`config.mk`:
```
export PLATFORM = sky130hd
export DESIGN_NAME = bcd_calendar
export DESIGN_NICKNAME = d
export VERILOG_FILES = /design/src/rtl/bcd_cal_pkg.sv /design/src/rtl/cal_prescaler.sv /design/src/rtl/cal_time.sv /design/src/rtl/cal_date.sv /design/src/rtl/bcd_calendar.sv
export SDC_FILE = /design/constraint.sdc
export NUM_CORES = 1
export LEC_CHECK = 0
export ABC_AREA = 1
export BUFFER_PORTS_ARGS = -buffer_cell sky130_fd_sc_hd__clkbuf_2
export CAP_MARGIN = 20
export CORE_AREA = 2 2 180 182
export CTS_BUF_LIST = sky130_fd_sc_hd__clkbuf_8 sky130_fd_sc_hd__clkbuf_16
export CTS_CLUSTER_DIAMETER = 200
export CTS_CLUSTER_SIZE = 30
export DETAILED_ROUTE_END_ITERATION = 16
export DIE_AREA = 0 0 182 184
export SETUP_SLACK_MARGIN = 0.4
export SYNTH_ARGS = -nofsm -noshare
export SYNTH_HDL_FRONTEND = slang
export SYNTH_SLANG_ARGS = --single-unit
```
`constraint.sdc`:
```
create_clock -name clk -period 6.8 [get_ports clk]
set_input_delay 0.68 -clock clk [delete_from_list [all_inputs] [get_ports clk]]
set_output_delay 0.68 -clock clk [all_outputs]
set_load 0.02 [all_outputs]
```
`src/rtl/bcd_cal_pkg.sv`:
```
package bcd_cal_pkg;

    typedef logic [7:0] bcd8_t;

    localparam int NUM_FIELDS = 7;

    typedef enum logic [2:0] {
        FLD_SEC   = 3'd0,
        FLD_MIN   = 3'd1,
        FLD_HOUR  = 3'd2,
        FLD_DATE  = 3'd3,
        FLD_MONTH = 3'd4,
        FLD_YEAR  = 3'd5,
        FLD_DOW   = 3'd6,
        FLD_NONE  = 3'd7
    } field_e;

    typedef struct packed {
        bcd8_t val;
        logic  wrap;
    } bcd_inc_t;

    // Increment a BCD byte; at or above hi it returns lo with wrap set.
    function automatic bcd_inc_t bcd_next(bcd8_t v, bcd8_t hi, bcd8_t lo);
        bcd_inc_t r;
        r.wrap = 1'b0;
        if (v >= hi) begin
            r.val  = lo;
            r.wrap = 1'b1;
        end else if (v[3:0] >= 4'd9) begin
            r.val = {v[7:4] + 4'd1, 4'd0};
        end else begin
            r.val = v + 8'd1;
        end
        return r;
    endfunction

    // BCD year divisible by four: even tens take 0/4/8, odd tens take 2/6.
    function automatic logic is_leap(bcd8_t y);
        if (!y[4]) return (y[3:0] == 4'd0) || (y[3:0] == 4'd4) || (y[3:0] == 4'd8);
        return (y[3:0] == 4'd2) || (y[3:0] == 4'd6);
    endfunction

    function automatic bcd8_t month_days(bcd8_t m, bcd8_t y);
        case (m)
            8'h02:                      return is_leap(y) ? 8'h29 : 8'h28;
            8'h04, 8'h06, 8'h09, 8'h11: return 8'h30;
            default:                    return 8'h31;
        endcase
    endfunction

endpackage

```
`src/rtl/cal_prescaler.sv`:
```
module cal_prescaler #(
    parameter int TICKS_PER_SEC = 32768,
    parameter int TRIM_STEP_PPM = 20,
    parameter int TRIM_DENOM    = 1000000
) (
    input  logic       clk,
    input  logic       rst_n,
    input  logic       run_i,
    input  logic       tick_i,
    input  logic       restart_i,
    input  logic [2:0] trim_i,
    output logic       pulse_o
);
    localparam int MAX_INC = 3 * TRIM_STEP_PPM * TICKS_PER_SEC;
    localparam int MAX_ADJ = MAX_INC / TRIM_DENOM + 1;
    localparam int ACC_W   = $clog2(TRIM_DENOM + MAX_INC + 1) + 1;
    localparam int LIM_W   = $clog2(TICKS_PER_SEC + MAX_ADJ + 1) + 1;
    localparam int AW      = $clog2(MAX_ADJ + 1) + 1;

    localparam logic [ACC_W-1:0] INC1  = ACC_W'(TRIM_STEP_PPM * TICKS_PER_SEC);
    localparam logic [ACC_W-1:0] DEN   = ACC_W'(TRIM_DENOM);
    localparam logic [LIM_W-1:0] BASE  = LIM_W'(TICKS_PER_SEC);
    localparam logic [LIM_W-1:0] LOW_L = LIM_W'(TICKS_PER_SEC - MAX_ADJ);
    localparam logic [LIM_W-1:0] HI_L  = LIM_W'(TICKS_PER_SEC + MAX_ADJ);

    typedef struct packed {
        logic [LIM_W-1:0] cnt;
        logic [LIM_W-1:0] limit;
        logic [ACC_W-1:0] acc;
        logic             pulse;
    } pre_state_t;

    pre_state_t st_d, st_q;
    logic [ACC_W-1:0] inc_w;
    logic [ACC_W-1:0] frac_w;
    logic [AW-1:0]    adj_w;

    always_comb begin
        case (trim_i[1:0])
            2'd0:    inc_w = '0;
            2'd1:    inc_w = INC1;
            2'd2:    inc_w = INC1 << 1;
            default: inc_w = INC1 + (INC1 << 1);
        endcase
        frac_w = st_q.acc + inc_w;
        adj_w  = '0;
        for (int i = 0; i < MAX_ADJ; i++) begin
            if (frac_w >= DEN) begin
                frac_w = frac_w - DEN;
                adj_w  = adj_w + AW'(1);
            end
        end

        st_d       = st_q;
        st_d.pulse = 1'b0;
        if (restart_i) begin
            st_d.cnt   = '0;
            st_d.acc   = '0;
            st_d.limit = BASE;
        end else if (run_i && tick_i) begin
            if (st_q.cnt >= st_q.limit - LIM_W'(1)) begin
                st_d.cnt   = '0;
                st_d.pulse = 1'b1;
                st_d.acc   = frac_w;
                st_d.limit = trim_i[2] ? BASE + LIM_W'(adj_w) : BASE - LIM_W'(adj_w);
            end else begin
                st_d.cnt = st_q.cnt + LIM_W'(1);
            end
        end
    end

    always_ff @(posedge clk or negedge rst_n) begin
        if (!rst_n) begin
            st_q       <= '0;
            st_q.limit <= BASE;
        end else begin
            st_q <= st_d;
        end
    end

    assign pulse_o = st_q.pulse;

    AST_CNT_BELOW_LIMIT: assert property (@(posedge clk) disable iff (!rst_n)
        st_q.cnt < st_q.limit);
    AST_LIMIT_IN_BAND: assert property (@(posedge clk) disable iff (!rst_n)
        (st_q.limit >= LOW_L) && (st_q.limit <= HI_L));
    AST_NO_TRIM_EXACT: assert property (@(posedge clk) disable iff (!rst_n)
        (run_i && tick_i && !restart_i && trim_i[1:0] == 2'd0
         && st_q.cnt == st_q.limit - LIM_W'(1)) |=> (st_q.limit == BASE));
    AST_PULSE_SOURCE: assert property (@(posedge clk) disable iff (!rst_n)
        pulse_o |-> $past(run_i && tick_i && !restart_i));

endmodule

```
`src/rtl/cal_time.sv`:
```
module cal_time
    import bcd_cal_pkg::*;
(
    input  logic       clk,
    input  logic       rst_n,
    input  logic       step_i,
    input  logic [2:0] ld_en_i,
    input  bcd8_t      ld_data_i,
    output bcd8_t      sec_o,
    output bcd8_t      min_o,
    output bcd8_t      hour_o,
    output logic       day_carry_o
);
    typedef struct packed {
        bcd8_t sec;
        bcd8_t min;
        bcd8_t hour;
    } time_state_t;

    time_state_t st_d, st_q;
    bcd_inc_t    s_inc, m_inc, h_inc;
    bcd8_t       hour_nx;
    logic        hour_wrap;
    logic        pm_flip;

    always_comb begin
        s_inc = bcd_next(st_q.sec, 8'h59, 8'h00);
        m_inc = bcd_next(st_q.min, 8'h59, 8'h00);
        if (st_q.hour[7]) begin
            h_inc     = bcd_next({2'b00, st_q.hour[5:0]}, 8'h23, 8'h00);
            pm_flip   = 1'b0;
            hour_wrap = h_inc.wrap;
            hour_nx   = {st_q.hour[7:6], h_inc.val[5:0]};
        end else begin
            h_inc     = bcd_next({3'b000, st_q.hour[4:0]}, 8'h12, 8'h01);
            pm_flip   = !h_inc.wrap && (h_inc.val == 8'h12);
            hour_wrap = pm_flip && st_q.hour[5];
            hour_nx   = {st_q.hour[7:6], st_q.hour[5] ^ pm_flip, h_inc.val[4:0]};
        end

        st_d = st_q;
        if (step_i) begin
            st_d.sec = s_inc.val;
            if (s_inc.wrap) begin
                st_d.min = m_inc.val;
                if (m_inc.wrap) st_d.hour = hour_nx;
            end
        end
        if (ld_en_i[0]) st_d.sec  = ld_data_i;
        if (ld_en_i[1]) st_d.min  = ld_data_i;
        if (ld_en_i[2]) st_d.hour = ld_data_i;

        day_carry_o = step_i && s_inc.wrap && m_inc.wrap && hour_wrap;
    end

    always_ff @(posedge clk or negedge rst_n) begin
        if (!rst_n) st_q <= '0;
        else        st_q <= st_d;
    end

    assign sec_o  = st_q.sec;
    assign min_o  = st_q.min;
    assign hour_o = st_q.hour;

    AST_TIME_FROZEN: assert property (@(posedge clk) disable iff (!rst_n)
        (!step_i && ld_en_i == 3'b000) |=> ($stable(sec_o) && $stable(min_o) && $stable(hour_o)));
    AST_SEC_WRAP: assert property (@(posedge clk) disable iff (!rst_n)
        (step_i && ld_en_i == 3'b000 && sec_o == 8'h59) |=> (sec_o == 8'h00));
    AST_FORMAT_KEPT: assert property (@(posedge clk) disable iff (!rst_n)
        (step_i && ld_en_i == 3'b000) |=> (hour_o[7] == $past(hour_o[7])));
    AST_PM_FLIP: assert property (@(posedge clk) disable iff (!rst_n)
        (step_i && ld_en_i == 3'b000 && !hour_o[7] && hour_o[4:0] == 5'h11
         && sec_o == 8'h59 && min_o == 8'h59) |=> (hour_o[5] != $past(hour_o[5])));

endmodule

```
`src/rtl/cal_date.sv`:
```
module cal_date
    import bcd_cal_pkg::*;
(
    input  logic       clk,
    input  logic       rst_n,
    input  logic       day_inc_i,
    input  logic [3:0] ld_en_i,
    input  bcd8_t      ld_data_i,
    output bcd8_t      date_o,
    output bcd8_t      month_o,
    output bcd8_t      year_o,
    output bcd8_t      dow_o
);
    typedef struct packed {
        bcd8_t date;
        bcd8_t month;
        bcd8_t year;
        bcd8_t dow;
    } date_state_t;

    date_state_t st_d, st_q;
    bcd_inc_t    d_inc, m_inc, y_inc, w_inc;
    bcd8_t       last_day;

    always_comb begin
        last_day = month_days(st_q.month, st_q.year);
        d_inc    = bcd_next(st_q.date,  last_day, 8'h01);
        m_inc    = bcd_next(st_q.month, 8'h12,    8'h01);
        y_inc    = bcd_next(st_q.year,  8'h99,    8'h00);
        w_inc    = bcd_next(st_q.dow,   8'h06,    8'h00);

        st_d = st_q;
        if (day_inc_i) begin
            st_d.date = d_inc.val;
            st_d.dow  = w_inc.val;
            if (d_inc.wrap) begin
                st_d.month = m_inc.val;
                if (m_inc.wrap) st_d.year = y_inc.val;
            end
        end
        if (ld_en_i[0]) st_d.date  = ld_data_i;
        if (ld_en_i[1]) st_d.month = ld_data_i;
        if (ld_en_i[2]) st_d.year  = ld_data_i;
        if (ld_en_i[3]) st_d.dow   = ld_data_i;
    end

    always_ff @(posedge clk or negedge rst_n) begin
        if (!rst_n) st_q <= '0;
        else        st_q <= st_d;
    end

    assign date_o  = st_q.date;
    assign month_o = st_q.month;
    assign year_o  = st_q.year;
    assign dow_o   = st_q.dow;

    AST_DOW_WRAP: assert property (@(posedge clk) disable iff (!rst_n)
        (day_inc_i && ld_en_i == 4'b0000 && dow_o == 8'h06) |=> (dow_o == 8'h00));
    AST_DATE_NONZERO: assert property (@(posedge clk) disable iff (!rst_n)
        (day_inc_i && ld_en_i == 4'b0000) |=> (date_o != 8'h00));
    AST_MONTH_NONZERO: assert property (@(posedge clk) disable iff (!rst_n)
        (day_inc_i && ld_en_i == 4'b0000 && month_o != 8'h00) |=> (month_o != 8'h00));
    AST_DATE_FROZEN: assert property (@(posedge clk) disable iff (!rst_n)
        (!day_inc_i && ld_en_i == 4'b0000) |=> ($stable(date_o) && $stable(month_o)
                                              && $stable(year_o) && $stable(dow_o)));

endmodule

```
`src/rtl/bcd_calendar.sv`:
```
module bcd_calendar
    import bcd_cal_pkg::*;
#(
    parameter int TICKS_PER_SEC = 32768,
    parameter int TRIM_STEP_PPM = 20,
    parameter int TRIM_DENOM    = 1000000
) (
    input  logic       clk,
    input  logic       rst_n,
    input  logic       tick_en_i,
    input  logic [2:0] trim_i,
    input  logic       ld_valid_i,
    input  logic [2:0] ld_sel_i,
    input  logic [7:0] ld_data_i,
    input  logic       ld_done_i,
    output logic [7:0] sec_o,
    output logic [7:0] min_o,
    output logic [7:0] hour_o,
    output logic [7:0] date_o,
    output logic [7:0] month_o,
    output logic [7:0] year_o,
    output logic [7:0] dow_o,
    output logic       running_o,
    output logic       sec_pulse_o
);
    typedef struct packed {
        logic running;
        logic pending;
    } ctl_state_t;

    ctl_state_t ctl_d, ctl_q;
    logic       restart;
    logic [NUM_FIELDS-1:0] fld_ld;
    logic       day_carry;

    for (genvar g = 0; g < NUM_FIELDS; g++) begin : g_ld
        assign fld_ld[g] = ld_valid_i && (ld_sel_i == 3'(g));
    end

    always_comb begin
        ctl_d   = ctl_q;
        restart = 1'b0;
        if (ld_valid_i) ctl_d.pending = 1'b1;
        if (ld_done_i) begin
            restart       = ctl_q.pending || ld_valid_i;
            ctl_d.pending = 1'b0;
            ctl_d.running = ctl_q.running || restart;
        end
    end

    always_ff @(posedge clk or negedge rst_n) begin
        if (!rst_n) ctl_q <= '0;
        else        ctl_q <= ctl_d;
    end

    cal_prescaler #(
        .TICKS_PER_SEC (TICKS_PER_SEC),
        .TRIM_STEP_PPM (TRIM_STEP_PPM),
        .TRIM_DENOM    (TRIM_DENOM)
    ) u_pre (
        .clk       (clk),
        .rst_n     (rst_n),
        .run_i     (ctl_q.running),
        .tick_i    (tick_en_i),
        .restart_i (restart),
        .trim_i    (trim_i),
        .pulse_o   (sec_pulse_o)
    );

    cal_time u_time (
        .clk         (clk),
        .rst_n       (rst_n),
        .step_i      (sec_pulse_o),
        .ld_en_i     (fld_ld[2:0]),
        .ld_data_i   (ld_data_i),
        .sec_o       (sec_o),
        .min_o       (min_o),
        .hour_o      (hour_o),
        .day_carry_o (day_carry)
    );

    cal_date u_date (
        .clk       (clk),
        .rst_n     (rst_n),
        .day_inc_i (day_carry),
        .ld_en_i   (fld_ld[6:3]),
        .ld_data_i (ld_data_i),
        .date_o    (date_o),
        .month_o   (month_o),
        .year_o    (year_o),
        .dow_o     (dow_o)
    );

    assign running_o = ctl_q.running;

    AST_FROZEN_NO_PULSE: assert property (@(posedge clk) disable iff (!rst_n)
        !running_o |-> !sec_pulse_o);
    AST_RESTART_PHASE: assert property (@(posedge clk) disable iff (!rst_n)
        restart |=> (!sec_pulse_o && running_o));
    AST_DONE_NO_LOAD: assert property (@(posedge clk) disable iff (!rst_n)
        (ld_done_i && !ld_valid_i && !ctl_q.pending) |=> (running_o == $past(running_o)));

endmodule

```
==> results of run 1 <==
==> cell usage after synthesis (2+ instances only) <==
cell,n
inv_1,184
xor2_1,20
o21ai_2,3
clkbuf_1,7
nor4_1,3
o2111ai_1,3
a221oi_1,2
o21a_1,2
inv_2,5
ha_1,79
o211ai_1,8
o21ai_0,43
nor2_1,94
clkinv_1,6
o221ai_1,29
nand3_1,78
buf_2,4
a21o_1,3
o2bb2ai_1,2
nand2_2,8
xnor2_1,5
o21ai_1,4
nand4_1,27
o22ai_1,18
dfrtp_1,96
nor2_2,3
nand2_1,228
o32ai_1,4
a32oi_1,2
o31ai_1,4
or2_2,3
a21oi_1,36
a31oi_1,16
nor3_1,22
buf_6,5
==> critical path: cells and delay by family, from the launching register on <==
family,cells,cell delay [ns]
adders and majority gates,2,0.46
buffers and inverters,2,0.35
DFF,1,0.44
and+or+nand+nor,5,1.38
AOI/OAI and AO/OA,9,1.24
==> state kept, by name, indices dropped and copies added, names as in the netlist <==
signal,count
running_o,1
u_pre.pulse_o,1
u_time.min_o,8
u_date.month_o,8
u_date.year_o,8
u_date.dow_o,8
u_time.sec_o,8
u_date.date_o,8
ctl_q,1
u_pre.st_q,38
u_time.hour_o,8
==> metal layers <==
layer	GRT usage, %	vias up	part of all wire, %
met3	3.43	30	5.9
met2	23.9	186	48
li1	-	3726	-
met1	16.5	3461	44
met5	0	-	0
met4	4.90	0	2.1
==> cells by family after synthesis <==
| group | Yosys count |
|---|---|
| AOI/OAI and AO/OA | 187 |
| xor gates and xnor gates | 25 |
| adders and majority gates | 80 |
| buffers and inverters | 212 |
| DFF | 97 |
| and+or+nand+nor | 472 |
==> worst min path at each step <==
| stage | to | slack (ns) | depth (start not counted) |
|---|---|---|---|
| 6_report | u_time.hour_o[3] | 0.24 | 1 |
| 5_1_grt | u_time.hour_o[3] | 0.26 | 1 |
| 4_1_cts | u_time.hour_o[3] | 0.25 | 1 |
| 3_5_place_dp | u_time.hour_o[6] | 0.48 | 2 |
| 3_3_place_gp | u_time.hour_o[6] | 0.47 | 2 |
| 2_1_floorplan | ctl_q[0] | 0.38 | 0 |
==> area by class of cell <==
cell class                      count  share of cell area, %
Clock buffer                       10                   2.69
Clock inverter                      5                  0.985
Inverter                          195                   8.23
Multi-Input combinational cell    764                   50.7
Sequential cell                    97                   27.3
Tap cell                          402                   5.66
Timing Repair Buffer               78                   4.47
==> where the power goes <==
part	switching (mW)	internal, mW
combinational	0.571	0.283
clock	0.247	0.335
sequential	0.142	0.680
==> flow_summary.ini, run 1 <==
[drt]
drt_iter0_markers = 514
post-route-drc-count = 0
vias = 7403
dr.pass1.iters = 5
routed_wl_mm = 22.6
drt.antenna.violating_nets = 0
vias_per_cell = 4.77
post_drt_wl_per_cell_um = 14.5

[critical_path]
cp.arrival_ns = 4.24
start_kind = flop
crit_path_end_kind = flop
reg2reg_slack_ns = 2.78
cpMaxStageDelayCell = nor2_1
cpMostUsedCell = nor2_1
cp-endpoint = u_date.month_o[6]
r2r.worst_path.cells = 18
cp_max_fo = 11
path_class = reg2reg
path_cells = inv_1, ha_1, o21ai_0, o21ai_0, a32oi_1, nor2_1, a31oi_1, ha_1, nor2_1, a31oi_1, o21ai_0, a21oi_1, nor3_1, nor2_1, nor2_1, inv_1, a31oi_1, o22ai_1
worstPathRequired_ns = 7.02
reg2reg_from = u_date.month_o[1]
crit_start = u_date.month_o[1]
rr_endpoint = u_date.month_o[6]
slowest_delay_ns = 0.59

[logic_synthesis]
ys_seq_elements = 97
netlist_instances = 1073
synthesis.nets = 1172
muxShareOfSynthArea_pct = 0
ys_warn_count = 0
ys_types = 52
synth.largest_area_cell = dfrtp_1
ys_async_sr_fraction_pct = 100
ys_top_cells_by_area = dfrtp_1, ha_1, nand2_1
synth_compound_area_share_pct = 15.8
netlist_area_mm2 = 0.00777
postSynthAreaPerCell_um2 = 7.24
synth-xor-area-share_pct = 2.82
yosys.area.top_type_share_pct = 30.9
synth_top_family_by_area = simple AND/OR/NAND/NOR gates
yosys.area_share.simple_pct = 26.4
synth-edff-count = 0
synth_fa_ha_area_share_pct = 13.0
synth_flop_cell = dfrtp_1
seq_area_frac_synth_pct = 31.3

[layout]
register_area_mm2 = 0.00243
area_growth_syn_to_layout_pct = 14.5
num-nets-final = 1244
multi_input_area_mm2 = 0.00450
final_cell_mix = nand2_1, inv_1, dfrtp_1, nor2_1, ha_1
design_area_mm2 = 0.00889
utilization_pct = 28.3
final_common_cell = nand2_1
drive_above_1_share_pct = 10.7
nFillCells = 3387
antenna_cells = 0
fin_cells = 1551

[sta]
tns_ns = 0
hold_viol = 0
setup_viol = 0
max_slew_margin_pct = 35.8
fmax_ghz = 0.249
period_minus_slack_ns = 4.02
holdWs_ns = 0.240
setup_ws_ns = 2.78
finClkSkew_ns = 0.0101
drv_slew = 0
rsz0062_at_grt = no
timing.final.crit_share_pct = 59.1
worst_pin_slew_ns = 0.964

[worst_hold_path]
worstHoldPathType = in2async

[global_routing]
grt_max_degree = 72
antenna_found_initial = 0
grt_usage_pct = 13.7
overflow = 0
first_global_vias = 7121
grt_pass1_wl_mm = 36.6

[power]
p_leak_nw = 4.50
power.total_mw = 2.26
irDropWorstVdd_mv = 0.116
powerDensity_mw_per_mm2 = 254

[floorplan]
die_w_um = 182
rows = 65
core_mm2 = 0.0314
pin_count = 77
start_util_pct = 24.7
die_area_mm2 = 0.0335
die_h_um = 184

[placed_design]
dpl.cell_count = 1536
io_buffer_count = 76
dpl.hpwl_mm = 17.1
gp_congestion = 0.903
pre_cts_ws_ns = 2.61
place_area_mm2 = 0.00857

[clock_tree]
h-tree-depth = 3
cts_sinks = 97
root_buffer = clkbuf_16
cts_tree = built
clkSlewWorstSetupHoldPaths_ns = 0.07
cts_setup_buffers = 0
cts_hold_buffers = 0
numCtsBuffers = 9
cts_buffer_depth = 2
clock_latency_ns = 0.36
ctsResizeCount = 0

[status]
status = finished clean

[run]
maxCapViolCount = 0
No activity file was read; power rests on OpenSTA's default activity.
==> run 2: changes to the inputs <==
- ABC_AREA: 1 -> 0
- CORE_AREA: 2 2 180 182 -> 2 2 181 183
- DIE_AREA: 0 0 182 184 -> 0 0 183 185
- clock period: 6.8 -> 3.2 ns (I/O delays scaled with it)
==> run 2 against run 1 <==
The run now ends with negative hold slack, negative setup slack left. Flip-flop and latch count is the same. Via count grew 11%. Maximum frequency rose by 4.0%. Clock power is 94% higher. Combinational power grew 130%. Highest routed layer is now met5. Cell area is 31% higher. Clock-buffer cell count decreased by 1. Utilization grew 8.0 points. First-iteration DRC count up 2.9%.
==> flow_summary.ini, run 2 <==
[status]
status = finished, violations left
violations = negative hold slack, negative setup slack

[logic_synthesis]
ys_types = 91
yosys.area.top_type_share_pct = 30.5
ys_seq_elements = 97
synth_flop_cell = dfrtp_1
seq_area_frac_synth_pct = 30.9
synth_common_cells = dfrtp_1, o21ai_0, nand2_1, nor2_1, ha_1
synth_compound_area_share_pct = 25.7
synth-edff-count = 0
muxShareOfSynthArea_pct = 0.938
synth.largest_area_cell = dfrtp_1
postSynthAreaPerCell_um2 = 8.29
synth_most_common_cell = dfrtp_1
synth_fa_ha_area_share_pct = 12.8
ys_async_sr_fraction_pct = 100
netlist_area_mm2 = 0.00787
ys_warn_count = 0
synth-xor-area-share_pct = 1.88
synth_top_family_by_area = compound AO/OA/AOI/OAI gates
synthesis.nets = 1048
yosys.area_share.simple_pct = 22.7
netlist_instances = 949
ys_top_cells_by_area = dfrtp_1, ha_1, o21ai_0

[sta]
drv_slew = 0
period_minus_slack_ns = 3.87
finClkSkew_ns = 0.0108
rsz0062_at_grt = yes
timing.final.crit_share_pct = 121
hold_viol = 35
worst_pin_slew_ns = 0.892
tns_ns = -18.48
holdWs_ns = -0.0254
setup_viol = 49
setup_ws_ns = -0.667
max_slew_margin_pct = 40.5
fmax_ghz = 0.259

[placed_design]
io_buffer_count = 76
dpl.hpwl_mm = 18.8
dpl.cell_count = 1551
gp_congestion = 0.872

[drt]
vias_per_cell = 5.08
post_drt_wl_per_cell_um = 15.7
drt.antenna.violating_nets = 0
routed_wl_mm = 25.4
vias = 8212
drt_iter0_markers = 529
post-route-drc-count = 0
dr.pass1.iters = 5

[layout]
final_common_cell = buf_4
top_register = u_pre.st_q
num-nets-final = 1303
largest_register_ffs = 38
area_growth_syn_to_layout_pct = 48.1
drive_above_1_share_pct = 40.8
final_cell_mix = buf_4, dfrtp_1, nand2_1, clkbuf_2, nor2_1
antenna_cells = 0
utilization_pct = 36.4
fin_cells = 1617

[critical_path]
cp.arrival_ns = 4.12
start_kind = flop
reg2reg_slack_ns = -0.67
r2r.worst_path.cells = 20
rr_endpoint = u_pre.st_q[25]
cp_max_fo = 6
crit_start = u_pre.st_q[18]
path_class = reg2reg
cp-endpoint = u_pre.st_q[25]
worstPathRequired_ns = 3.45
crit_path_end_kind = flop
reg2reg_from = u_pre.st_q[18]

[clock_tree]
root_buffer = clkbuf_16
numCtsBuffers = 9
cts_hold_buffers = 0
clkSlewWorstSetupHoldPaths_ns = 0.08
cts_sinks = 97
clock_latency_ns = 0.36
cts_buffer_depth = 2
h-tree-depth = 3
cts_tree = built

[floorplan]
die_h_um = 185
core_mm2 = 0.0320
pin_count = 77
die_w_um = 183
rows = 66
die_area_mm2 = 0.0339
start_util_pct = 24.6

[power]
irDropWorstVdd_mv = 0.237
powerDensity_mw_per_mm2 = 406
p_leak_nw = 5.22
power.total_mw = 4.73

[global_routing]
grt_max_degree = 53
antenna_found_initial = 1
grt_usage_pct = 14.6
grt_pass1_wl_mm = 39.9
overflow = 0
first_global_vias = 7645

[worst_hold_path]
worstHoldPathType = in2async

[run]
maxCapViolCount = 0
run 2: cell count changes in the layout (fill, tap and decap cells not counted), moves of 14 or more:
cell	previous run	this run
nand2_1	228	82
o21ai_1	4	27
nand2b_1	0	21
xor2_1	20	6
nand4_1	27	11
o221ai_1	29	0
nor2_1	94	73
nand3_1	78	26
buf_6	0	31
inv_1	184	44
buf_4	3	172
run 2: cell families (layout without fill, tap and decap cells):
| logic type | count (synthesis) | count (layout) |
|---|---|---|
| simple gates | 354 | 354 |
| compound gates | 294 | 294 |
| buf+inv | 101 | 361 |
| flops | 97 | 97 |
| fa+ha+maj | 80 | 80 |
| xor+xnor | 16 | 16 |
| mux | 7 | 7 |
run 2: per-stage QoR:
stage	cell area (um2)	setup WS (ns)
final	11600	-0.667
after detailed placement	10100	-0.818
after floorplan	8240	-1.04
after global placement	10100	-0.746
after CTS	10800	-0.642
after global routing	11600	-0.775
run 2: per-layer routing:
layer / vias up / routed length [um] / global-route usage, %
li1: 3973 / - / -
met1: 3979 / 11300 / 18.9
met2: 208 / 12500 / 25.3
met3: 50 / 955 / 2.06
met4: 2 / 674 / 4.42
met5: - / 13 / 0
run 2: power by group:
group	switching (mW)	internal, mW	total, mW	leakage, nW
clock network	0.576	0.555	1.13	0.144
logic	1.11	0.840	1.95	3.85
registers	0.224	1.42	1.64	1.22
total	1.91	2.81	4.73	5.22
run 2: critical path: stages (launching register included):
cell and delay (ns):
dfrtp_1 0.41, ha_4 0.17, inv_2 0.04, fa_1 0.44
nand3b_4 0.18, or2_4 0.24, or4_4 0.43, and3_4 0.21
nand2_8 0.10, buf_6 0.11, buf_6 0.09, clkbuf_16 0.12
a21oi_2 0.04, o211a_1 0.23, a31oi_4 0.23, nand2_4 0.11
buf_6 0.15, ha_4 0.15, a21oi_2 0.11, mux2_4 0.17
nor2_4 0.04
run 2: repair_timing:
item                       in CTS  in global routing
gates resized for setup        73                118
buffers inserted               19                 30
pin swaps                      60                 51
cloned                          0                  1
setup endpoints to repair      67                 69
run 2: cell type report:
type                       count  area [um2]
fill                        3253       20400
multi-input combinational    751        5990
sequential                    97        2440
timing repair buffer         286        2170
tap                          408         510
inverter                      59         239
clock buffer                   9         225
clock inverter                 7        75.1
run 2: worst min path at each step:
| stage | start | end | slack [ns] | cells past startpoint |
|---|---|---|---|---|
| 6_report | rst_n | u_time.hour_o[3] | -0.03 | 1 |
| 5_1_grt | rst_n | u_time.hour_o[1] | 0.03 | 1 |
| 4_1_cts | rst_n | u_time.hour_o[3] | 0.005 | 1 |
| 3_5_place_dp | rst_n | u_time.hour_o[3] | 0.39 | 1 |
| 3_3_place_gp | rst_n | u_time.hour_o[3] | 0.38 | 1 |
| 2_1_floorplan | rst_n | ctl_q[0] | 0.02 | 0 |
==> run 3: changes to the inputs <==
- PLACE_DENSITY: unset -> 0.46
==> run 3 against run 2 <==
Largest cell class unchanged. The flow finishes with violations (negative setup slack). Non-clock buffer count fell by 1. Cell count did not move. Clock power barely moved. Via count fell by 2.8%. Global-route usage rose by 1.2 points. Cell area fell by 0.23%. Sequential share of layout area barely moved. Highest routed layer is now met4. Setup slack improved by 0.0060 ns.
==> flow_summary.ini, run 3 (same netlist as run 2, synthesis figures left out) <==
[drt]
post-route-drc-count = 0
dr.pass1.iters = 5
drt.antenna.violating_nets = 0
drt_iter0_markers = 406
routed_wl_mm = 26.5
vias_per_cell = 4.94
post_drt_wl_per_cell_um = 16.4
vias = 7984

[critical_path]
worstSetupPathDepth = 19
r2r.worst_path.cells = 19
cpMaxStageDelayCell = fa_1
crit_start = u_pre.st_q[18]
worstPathRequired_ns = 3.46
start_kind = flop
slowest_delay_ns = 0.43
reg2reg_from = u_pre.st_q[18]
path_class = reg2reg
crit_path_end_kind = flop
critPathTopFamily = simple AND/OR/NAND/NOR gates
cp_num_buf_inv = 3
cp_max_fo = 5
cp.arrival_ns = 4.12
rr_endpoint = u_pre.st_q[19]
cp-endpoint = u_pre.st_q[19]
path_cells = ha_4, inv_2, fa_1, nand3b_4, or2_4, or4_4, and3_4, nand2_8, inv_6, xnor2_4, inv_2, ha_4, a22oi_2, nand3_2, a21oi_4, nor2_4, a2111oi_4, nor2_1, a211oi_1
reg2reg_slack_ns = -0.66

[worst_hold_path]
worstHoldPathType = in2reg

[placed_design]
place_area_mm2 = 0.0102
gp_congestion = 0.906
pre_cts_ws_ns = -0.841
dpl.hpwl_mm = 19.6
io_buffer_count = 76

[sta]
worst_pin_slew_ns = 0.979
max_slew_margin_pct = 34.3
timing.final.crit_share_pct = 121
setup_viol = 58
hold_viol = 0
drv_slew = 0
fmax_ghz = 0.259
rsz0062_at_grt = yes
period_minus_slack_ns = 3.86
finClkSkew_ns = 0.0140
setup_ws_ns = -0.661

[global_routing]
overflow = 0
first_global_vias = 8000
grt_pass1_wl_mm = 42.5
grt_max_degree = 45
antenna_found_initial = 0
grt_usage_pct = 15.9

[layout]
top_register = u_pre.st_q
largest_register_ffs = 38
drive_above_1_share_pct = 40.3
final_cell_mix = buf_4, dfrtp_1, nand2_1, clkbuf_2, nor2_1
final_common_cell = buf_4
antenna_cells = 0
num-nets-final = 1303
area_growth_syn_to_layout_pct = 47.7
nFillCells = 3269
design_area_mm2 = 0.0116

[power]
p_leak_nw = 5.21
irDropWorstVdd_mv = 0.243
powerDensity_mw_per_mm2 = 404

[status]
status = finished, violations left
violations = negative setup slack

[clock_tree]
clkSlewWorstSetupHoldPaths_ns = 0.08
numCtsBuffers = 9
cts_sinks = 97
clock_latency_ns = 0.36
cts_tree = built
root_buffer = clkbuf_16
cts_buffer_depth = 2
h-tree-depth = 3

[floorplan]
die_w_um = 183
start_util_pct = 24.6
pin_count = 77
rows = 66
die_h_um = 185
die_area_mm2 = 0.0339
core_mm2 = 0.0320

[run]
maxCapViolCount = 0
## run 3: layout make-up
cell class	count	area [um2]	share of cell area, %
Clock buffer	10	239	2.06
Clock inverter	6	57.6	0.495
Inverter	59	234	2.01
Multi-Input combinational cell	752	5990	51.5
Sequential cell	97	2440	21.0
Tap cell	408	510	4.39
Timing Repair Buffer	285	2150	18.5
## run 3: metrics by stage
stage          instances  util, %  total power, mW  hold WS [ns]  setup TNS [ns]
2_1_floorplan        949        -             2.64        0.0244          -18.18
3_3_place_gp        1561     31.8             3.40         0.384          -20.63
3_5_place_dp        1561     31.8             3.41         0.383          -22.48
4_1_cts             1605     34.9             4.70         0.182          -17.85
5_1_grt             1617     36.3             5.03         0.194          -25.78
6_report            1617     36.3             4.70         0.189          -16.94
## run 3: report_power, final
group | switching [mW] | total (mW) | internal [mW]
Sequential | 0.229 | 1.65 | 1.42
Combinational | 1.11 | 1.93 | 0.818
Clock | 0.553 | 1.12 | 0.570
## run 3: how the worst min path moves through the flow
stage	startpoint	end	slack (ns)	depth (start not counted)
5_1_grt	ld_done_i	ctl_q[0]	0.19	2
4_1_cts	ld_done_i	ctl_q[0]	0.18	2
3_3_place_gp	rst_n	u_pre.st_q[44]	0.38	1
2_1_floorplan	rst_n	ctl_q[0]	0.02	0
6_report	ld_done_i	ctl_q[0]	0.19	2
3_5_place_dp	rst_n	u_pre.st_q[44]	0.38	1
## run 3: what timing repair did
| action | CTS | global route |
|---|---|---|
| buffers inserted | 26 | 12 |
| resized for setup | 108 | 77 |
| gates cloned | 1 | 0 |
| hold buffers | 1 | 0 |
| pin swaps | 62 | 33 |
| hold endpoints to repair | 8 | 0 |
| setup endpoints to repair | 67 | 69 |
## run 3: routing by layer
layer  vias to the layer above  global-route usage (%)  routed length [um]
met5                         -                       0                   0
met4                         0                    3.87                 418
met3                        28                    2.81                 904
met2                       144                    27.3               12800
met1                      3827                    20.6               12300
li1                       3985                       -                   -
